### config.mk
export PLATFORM = sky130hd
export DESIGN_NAME = mpwm_sequencer
export DESIGN_NICKNAME = d
export VERILOG_FILES = /design/src/rtl/mpwm_pkg.sv /design/src/rtl/mpwm_detect.sv /design/src/rtl/mpwm_rotor.sv /design/src/rtl/mpwm_channel.sv /design/src/rtl/mpwm_sequencer.sv
export SDC_FILE = /design/constraint.sdc
export NUM_CORES = 1
export LEC_CHECK = 0
export ABC_CLOCK_PERIOD_IN_PS = 1700
export BUFFER_PORTS_ARGS = -buffer_cell sky130_fd_sc_hd__buf_2
export CORE_ASPECT_RATIO = 0.75
export CORE_MARGIN = 4
export CORE_UTILIZATION = 50
export CTS_CLUSTER_DIAMETER = 50
export DETAILED_ROUTE_END_ITERATION = 8
export MAX_ROUTING_LAYER = met4
export PLACE_DENSITY_LB_ADDON = 0.15
export SYNTH_ARGS = -nofsm -noshare
export SYNTH_HDL_FRONTEND = slang
export SYNTH_SLANG_ARGS = --single-unit
### constraint.sdc
create_clock -name clk -period 1.7 [get_ports clk]
set_clock_uncertainty 0.1 [all_clocks]
set_input_delay 0 -clock clk [delete_from_list [all_inputs] [get_ports clk]]
set_output_delay 0 -clock clk [all_outputs]
set_load 0.02 [all_outputs]
### src/rtl/mpwm_pkg.sv
package mpwm_pkg;

  // Progress of the start-up phase sensing
  typedef enum logic {
    DET_SAMPLING = 1'b0,
    DET_DONE     = 1'b1
  } det_state_e;

endpackage

### src/rtl/mpwm_detect.sv
module mpwm_detect
  import mpwm_pkg::*;
#(
  parameter int DET_TICKS = 2
) (
  input  logic clk,
  input  logic rst,
  input  logic tick_i,
  input  logic win_i,
  input  logic pin_i,
  output logic done_o,
  output logic drop_o
);

  localparam int CW = $clog2(DET_TICKS + 1);

  det_state_e     state;
  logic [CW-1:0]  seen;
  logic           all_hi;

  always_ff @(posedge clk) begin
    if (rst) begin
      state  <= DET_SAMPLING;
      seen   <= '0;
      all_hi <= 1'b1;
      drop_o <= 1'b0;
    end else if (state == DET_SAMPLING && tick_i && win_i) begin
      // Every detection tick must see the pin high for the phase to be dropped
      all_hi <= all_hi & pin_i;
      seen   <= seen + CW'(1);
      if (seen == CW'(DET_TICKS - 1)) begin
        state  <= DET_DONE;
        drop_o <= all_hi & pin_i;
      end
    end
  end

  assign done_o = (state == DET_DONE);

endmodule

### src/rtl/mpwm_rotor.sv
module mpwm_rotor #(
  parameter int NPH = 3
) (
  input  logic                       clk,
  input  logic                       rst,
  input  logic                       tick_i,
  input  logic                       run_i,
  input  logic [$clog2(NPH+1)-1:0]   nact_i,
  output logic [NPH-1:0]             start_o
);

  localparam int PW = (NPH > 1) ? $clog2(NPH) : 1;

  logic [PW-1:0] ptr;

  // One start pulse per tick, on the phase the pointer names
  for (genvar i = 0; i < NPH; i++) begin : g_start
    assign start_o[i] = run_i && tick_i && (ptr == PW'(i));
  end

  // Only the highest phase can be dropped, so enabled phases are 0..nact-1
  always_ff @(posedge clk) begin
    if (rst) begin
      ptr <= '0;
    end else if (run_i && tick_i) begin
      if (int'(ptr) + 1 >= int'(nact_i)) ptr <= '0;
      else                               ptr <= ptr + PW'(1);
    end
  end

endmodule

### src/rtl/mpwm_channel.sv
module mpwm_channel #(
  parameter int DW = 8
) (
  input  logic          clk,
  input  logic          rst,
  input  logic          start_i,
  input  logic [DW-1:0] duty_i,
  output logic          pwm_o
);

  logic [DW-1:0] rem;

  // Duty is taken only at the period start; rem counts the cycles left high
  always_ff @(posedge clk) begin
    if (rst) begin
      rem   <= '0;
      pwm_o <= 1'b0;
    end else if (start_i) begin
      rem   <= duty_i;
      pwm_o <= (duty_i != '0);
    end else begin
      if (rem != '0) rem <= rem - DW'(1);
      pwm_o <= (rem > DW'(1));
    end
  end

endmodule

### src/rtl/mpwm_sequencer.sv
module mpwm_sequencer #(
  parameter int NPH       = 3,
  parameter int DW        = 8,
  parameter int DET_TICKS = 2
) (
  input  logic                     clk,
  input  logic                     rst,
  input  logic                     tick_i,
  input  logic                     det_win_i,
  input  logic                     sense_i,
  input  logic [NPH-1:0][DW-1:0]   duty_i,
  output logic [NPH-1:0]           pwm_o,
  output logic [NPH-1:0]           pwm_oe_o,
  output logic [$clog2(NPH+1)-1:0] nact_o
);

  localparam int CNTW = $clog2(NPH + 1);

  logic           det_done;
  logic           det_drop;
  logic [NPH-1:0] start_vec;

  mpwm_detect #(.DET_TICKS(DET_TICKS)) u_detect (
    .clk    (clk),
    .rst    (rst),
    .tick_i (tick_i),
    .win_i  (det_win_i),
    .pin_i  (sense_i),
    .done_o (det_done),
    .drop_o (det_drop)
  );

  assign nact_o = det_drop ? CNTW'(NPH - 1) : CNTW'(NPH);

  mpwm_rotor #(.NPH(NPH)) u_rotor (
    .clk     (clk),
    .rst     (rst),
    .tick_i  (tick_i),
    .run_i   (det_done),
    .nact_i  (nact_o),
    .start_o (start_vec)
  );

  for (genvar i = 0; i < NPH; i++) begin : g_phase
    mpwm_channel #(.DW(DW)) u_chan (
      .clk     (clk),
      .rst     (rst),
      .start_i (start_vec[i]),
      .duty_i  (duty_i[i]),
      .pwm_o   (pwm_o[i])
    );
    // Only the sensed (last) phase can lose its driver
    if (i == NPH - 1) begin : g_sensed
      assign pwm_oe_o[i] = ~det_drop;
    end else begin : g_fixed
      assign pwm_oe_o[i] = 1'b1;
    end
  end

endmodule

### After elaboration in Yosys (flattened, before gate mapping)

Cells that the tools add are included.

* add/subtract/negate cells: 6
* order comparisons: 4
* equality and inequality tests: 3
* multiplexer cells: 11
* bitwise operators: 3
* reduce and logical (&&, ||, !) cells: 17

Operators by type and width (number)
* $mux 8: 6
* $reduce_bool 8->1: 6
* $ge 32x3->1: 1
* $gt 8x1->1 const B: 3
* $sub 8x1->8 const B: 3
* $logic_and 1x1->1: 6
* $reduce_bool 2->1: 3
* $add 2x1->2 const B: 2
* $eq 2x1->1 const B: 2
* $mux 1: 4
* $add 2x1->3 const B: 1
* $eq 2x2->1 const B: 1
* $logic_not 2->1: 1
* $mux 2: 1
* $not 1->1: 2
* $reduce_and 2->1: 1
* $and 1x1->1: 1

* bits in registers: 34
* word-level logic and storage cells: 55

### Longest topological paths before layout

* depth in word-level cells: 4
* mapped depth: 7
* mapped depth without buffers: 6

### Hierarchy

From an unflattened synthesis, not the netlist that was laid out.

* cells, all modules: 249
* area total of the unflattened synthesis: 2140.8 µm²

By module, submodules not included
* mpwm_channel: instances 3, cells an instance 65, area each 541.8 µm²
* mpwm_rotor: instances 1, cells an instance 24, area each 242.7 µm²
* mpwm_detect: instances 1, cells an instance 24, area each 235.2 µm²
* mpwm_sequencer: instances 1, cells an instance 6, area each 37.5 µm²

### Worst setup path before layout

OpenSTA, ideal clock, no wires.

* kind: reg-to-reg
* start: register g_phase[1].u_chan.rem[0]
* end: register g_phase[1].u_chan.rem[4]
* setup time: 0.086 ns
* arrival time: 1.451 ns
* setup slack: 0.063 ns
* cell stages (with the launch flop): 7
* buffers on the path: 0
* path through: dfxtp_1 inv_1 ha_1 inv_1 or3_2 xor2_1 a211oi_1

* cells in the longest elaborated chain, start to end: 3
* elaborated cells between the ends (all ways): 5
* those cells by class: add/sub (1); mux (2); reduce/logical (2)

Ends and longest elaborated chain
* start: declaration: line mpwm_channel.sv:11 `logic [DW-1:0] rem;`
* start signal: assignment: line mpwm_channel.sv:19 `rem <= duty_i;`
* start signal: assignment: line mpwm_channel.sv:22 `if (rem != '0) rem <= rem - DW'(1);`
* $sub 8x1->8: line mpwm_channel.sv:22
* $mux 8: line mpwm_channel.sv:22
* $mux 8: line mpwm_channel.sv:18 `end else if (start_i) begin`

Several ways; a longest one is shown, not always the timed one. The select of a mux whose other input is x is not followed.
A chain may end at the register's enable or synchronous reset.

### Worst setup path in the final report

Same ends and word-level chain as after synthesis.

==> impl_results.rst <==
.. list-table::
   :header-rows: 1

   * - Metric
     - Value
   * - Fin Setup TNS
     - 0 ns
   * - Routed length per instance
     - 13.0 um
   * - # IOs
     - 37
   * - Standard cell core area
     - 0.00376 sq mm
   * - Summed instance area of the synthesized netlist
     - 0.00200 sq mm
   * - Warnings, synthesis
     - 0
   * - #FFs+latches synth
     - 34
   * - Worst Setup SP
     - g_phase[1].u_chan.rem[0]
   * - Initial DRC Count
     - 139
   * - Final Slew Violations
     - 0
   * - Fraction of layout cells with a size suffix above 1
     - 0.237
   * - Worst path required time
     - 1.81 ns
   * - Distinct cell type count after synthesis
     - 42
   * - Share of the core filled with cells
     - 0.695
   * - Peak Freq
     - 0.610 GHz
   * - Die H
     - 62.8 um
   * - Mean instance size in the synthesized netlist
     - 8.51 sq um
   * - Cell accounting for the most synthesized area
     - dfxtp_1
   * - Most used cells in the layout excluding fill and tap cells
     - dfxtp_1, buf_2, nor2_1
   * - DRT Wirelength
     - 4520 um
   * - Nets
     - 339
   * - Final count of hold timing violations
     - 0
   * - Placed standard-cell area
     - 0.00225 sq mm
   * - Post-Synthesis Cells
     - 235
   * - Root buffer selected by CTS
     - clkbuf_8
   * - Portion of the post-synthesis area used by sequential elements
     - 0.340
   * - Clock-pin slew reported for the worst setup and hold paths after clock tree synthesis
     - 0.07 ns
   * - Effective utilization at floorplan
     - 0.532
   * - Global-route wire length before repair
     - 7490 um
   * - Critical Path Start Type
     - flip-flop
   * - Number of enable-type register cells in the synthesized netlist
     - 0
   * - Measured slew at the worst slew-check pin
     - 0.547 ns
   * - Antenna-violating nets left
     - 0
   * - Largest fanout of any net on the critical path
     - 4
   * - Number of buffers created by CTS
     - 5
   * - Predominant post-synthesis flop cell
     - dfxtp_1
   * - Via count of the first global-routing pass
     - 1716
   * - Depth of the CTS H-tree
     - 2
   * - Part of the total power dissipated in the clock network
     - 0.180
   * - Area of the die
     - 0.00509 sq mm
   * - Max Cap Violations
     - 0
   * - Overflow left after global routing
     - 0
   * - Final critical delay including setup and external delays
     - 1.64 ns
   * - Data arrival time of the critical path
     - 1.75 ns
   * - Max VDD drop
     - 1.18 mV
   * - Worst reg2reg path startpoint
     - g_phase[1].u_chan.rem[0]
   * - Status
     - complete, no violations
   * - Growth of design area from synthesis to finish
     - 30.5%
   * - Total non-filler cell area in the finished layout
     - 0.00261 sq mm
   * - Start-to-end type of the worst setup path
     - flip-flop to flip-flop
   * - Post-CTS setup repair buffer count
     - 0
   * - Clk sink count
     - 34
   * - Last weighted congestion value of the routability-driven placer
     - 0.853
   * - TritonCTS clock tree
     - done
   * - Endpoints failing setup
     - 0
   * - Row count
     - 19
   * - Synth area leaders
     - dfxtp_1, ha_1, a211oi_1, nor2_1, xnor2_1
   * - Final cycle utilization of the critical path
     - 0.965
   * - Drt pass-1 iters
     - 4
   * - Number of input and output port buffers inserted
     - 33
   * - Static power due to leakage
     - 1.11 nW
   * - Antenna violations before repair
     - 0
   * - Synth async-reset ratio
     - 0
   * - Overall global routing resource usage
     - 0.193
   * - Sort of element at the end of the critical path
     - flip-flop
   * - Part of the total power dissipated in combinational logic
     - 0.506
   * - Power, Total
     - 0.00420 W
   * - Worst Hold Launch
     - duty_i[17]
   * - Class of the worst hold path
     - primary input to flip-flop
   * - Pint
     - 0.00262 W
   * - Placed wire-length estimate
     - 3150 um
   * - Total power divided by cell area
     - 1610 mW/mm^2
   * - Top cell type's share of synthesized area
     - 0.340
   * - Unrepaired setup endpoints after global routing
     - no
   * - Number of inserted diodes
     - 0
   * - Switching portion of total power
     - 0.376
   * - Max-slew headroom at the worst pin
     - 0.636
   * - Final routed DRC violation total
     - 0
   * - Post-detailed-route via-to-cell ratio
     - 5.33
   * - Vias post-DR
     - 1849
   * - P_sw
     - 0.00158 W
   * - Clock Latency Late Sink
     - 0.29 ns
   * - Maximum number of pins on one net before global-route repair
     - 30
   * - Die W
     - 81.0 um
   * - Deepest clock path buffer count
     - 2
   * - Sequential power share
     - 0.313
[worst max-delay path: stages, from the launching register on]
cell and delay, ns:
dfxtp_1 0.31, inv_1 0.11, ha_1 0.19, inv_1 0.05, or3_2 0.41, xor2_1 0.17
a211oi_2 0.21
[path summary, 6_finish.rpt]
kind,to,slack [ns],cells after the start
worst max-delay path,g_phase[1].u_chan.rem[4],0.06,6
worst min-delay path,g_phase[2].u_chan.pwm_o,0.02,5
worst max register to register,g_phase[1].u_chan.rem[4],0.06,6
worst min register to register,u_detect.all_hi,0.35,1
[cell usage after synthesis, types with 2 or more instances]
cell and instances:
nor4b_1 2, a21oi_1 5, nor4_1 11, xor2_1 6
nand2b_1 2, nor2b_1 2, o21ai_0 2, inv_1 13
and3_1 3, nand3_1 8, nor3b_1 4, a21o_1 3
dfxtp_1 34, a31oi_1 2, a211oi_1 17, a41o_1 3
nor2_1 30, nand2_1 10, a211o_1 4, xnor2_1 10
ha_1 15, o31a_1 2, buf_4 7, nor3_1 14
clkbuf_1 9
[what timing repair did]
action | 4_1_cts | 5_1_grt
pin swaps | 0 | 2
endpoints found under the setup margin | 2 | 12
gates resized for setup | 2 | 11
hold endpoints to repair | 22 | 0
hold buffers | 21 | 0
gates cloned | 0 | 0
[state kept, by name, summed over array words and instances, names as in the netlist]
name and cells:
u_detect.drop_o 1, g_phase.u_chan.rem 24, g_phase.u_chan.pwm_o 3, u_detect.seen 2, u_detect.all_hi 1, u_rotor.ptr 2, u_detect.done_o 1
[per-stage QoR]
step	instances	hold slack, ns	worst slack, ns
after floorplan	237	0.0405	0.0634
after global placement	319	0.163	0.0828
after detailed placement	319	0.163	-0.0133
after CTS	347	0.0285	0.0151
after global routing	347	0.0317	0.00203
final	347	0.0203	0.0602
[logic make-up (layout without fill, tap and decap cells)]
group,after synthesis,after routing,share of synthesized area
AND/OR/NAND/NOR,95,95,0.254
AO/OA/AOI/OAI,44,44,0.167
flip-flops,34,34,0.340
buffers and inverters,29,87,0.0676
XOR/XNOR,16,16,0.0701
adder cells (fa/ha/maj),15,15,0.0939
other,1,3,0.00188
multiplexers,1,1,0.00501
[power by group through the flow]
stage                     sequential (W)  clock, W  combinational (W)
after floorplan                  0.00130         0            0.00152
after global placement           0.00131         0            0.00195
after detailed placement         0.00131         0            0.00198
after CTS                        0.00130  0.000776            0.00205
after global routing             0.00135  0.000812            0.00236
final                            0.00132  0.000756            0.00213
[cell type report]
type | instances | area, sq um
Clock inverter | 1 | 30.0
Sequential cell | 34 | 682
Multi-Input combinational cell | 174 | 1230
Fill cell | 323 | 1150
Timing Repair Buffer | 67 | 473
Tap cell | 52 | 65.1
Clock buffer | 6 | 82.6
Inverter | 13 | 48.8
[per-layer routing]
layer / global-route usage / wire length [um] / part of all wire / vias to the layer above
met4: 0.0675 / 77 / 0.017 / 0
met2: 0.286 / 1950 / 0.43 / 52
met1: 0.249 / 2230 / 0.49 / 826
li1: - / - / - / 962
met5: - / 0 / 0 / -
met3: 0.0562 / 261 / 0.058 / 9
Power figures use the tool's default switching activity.
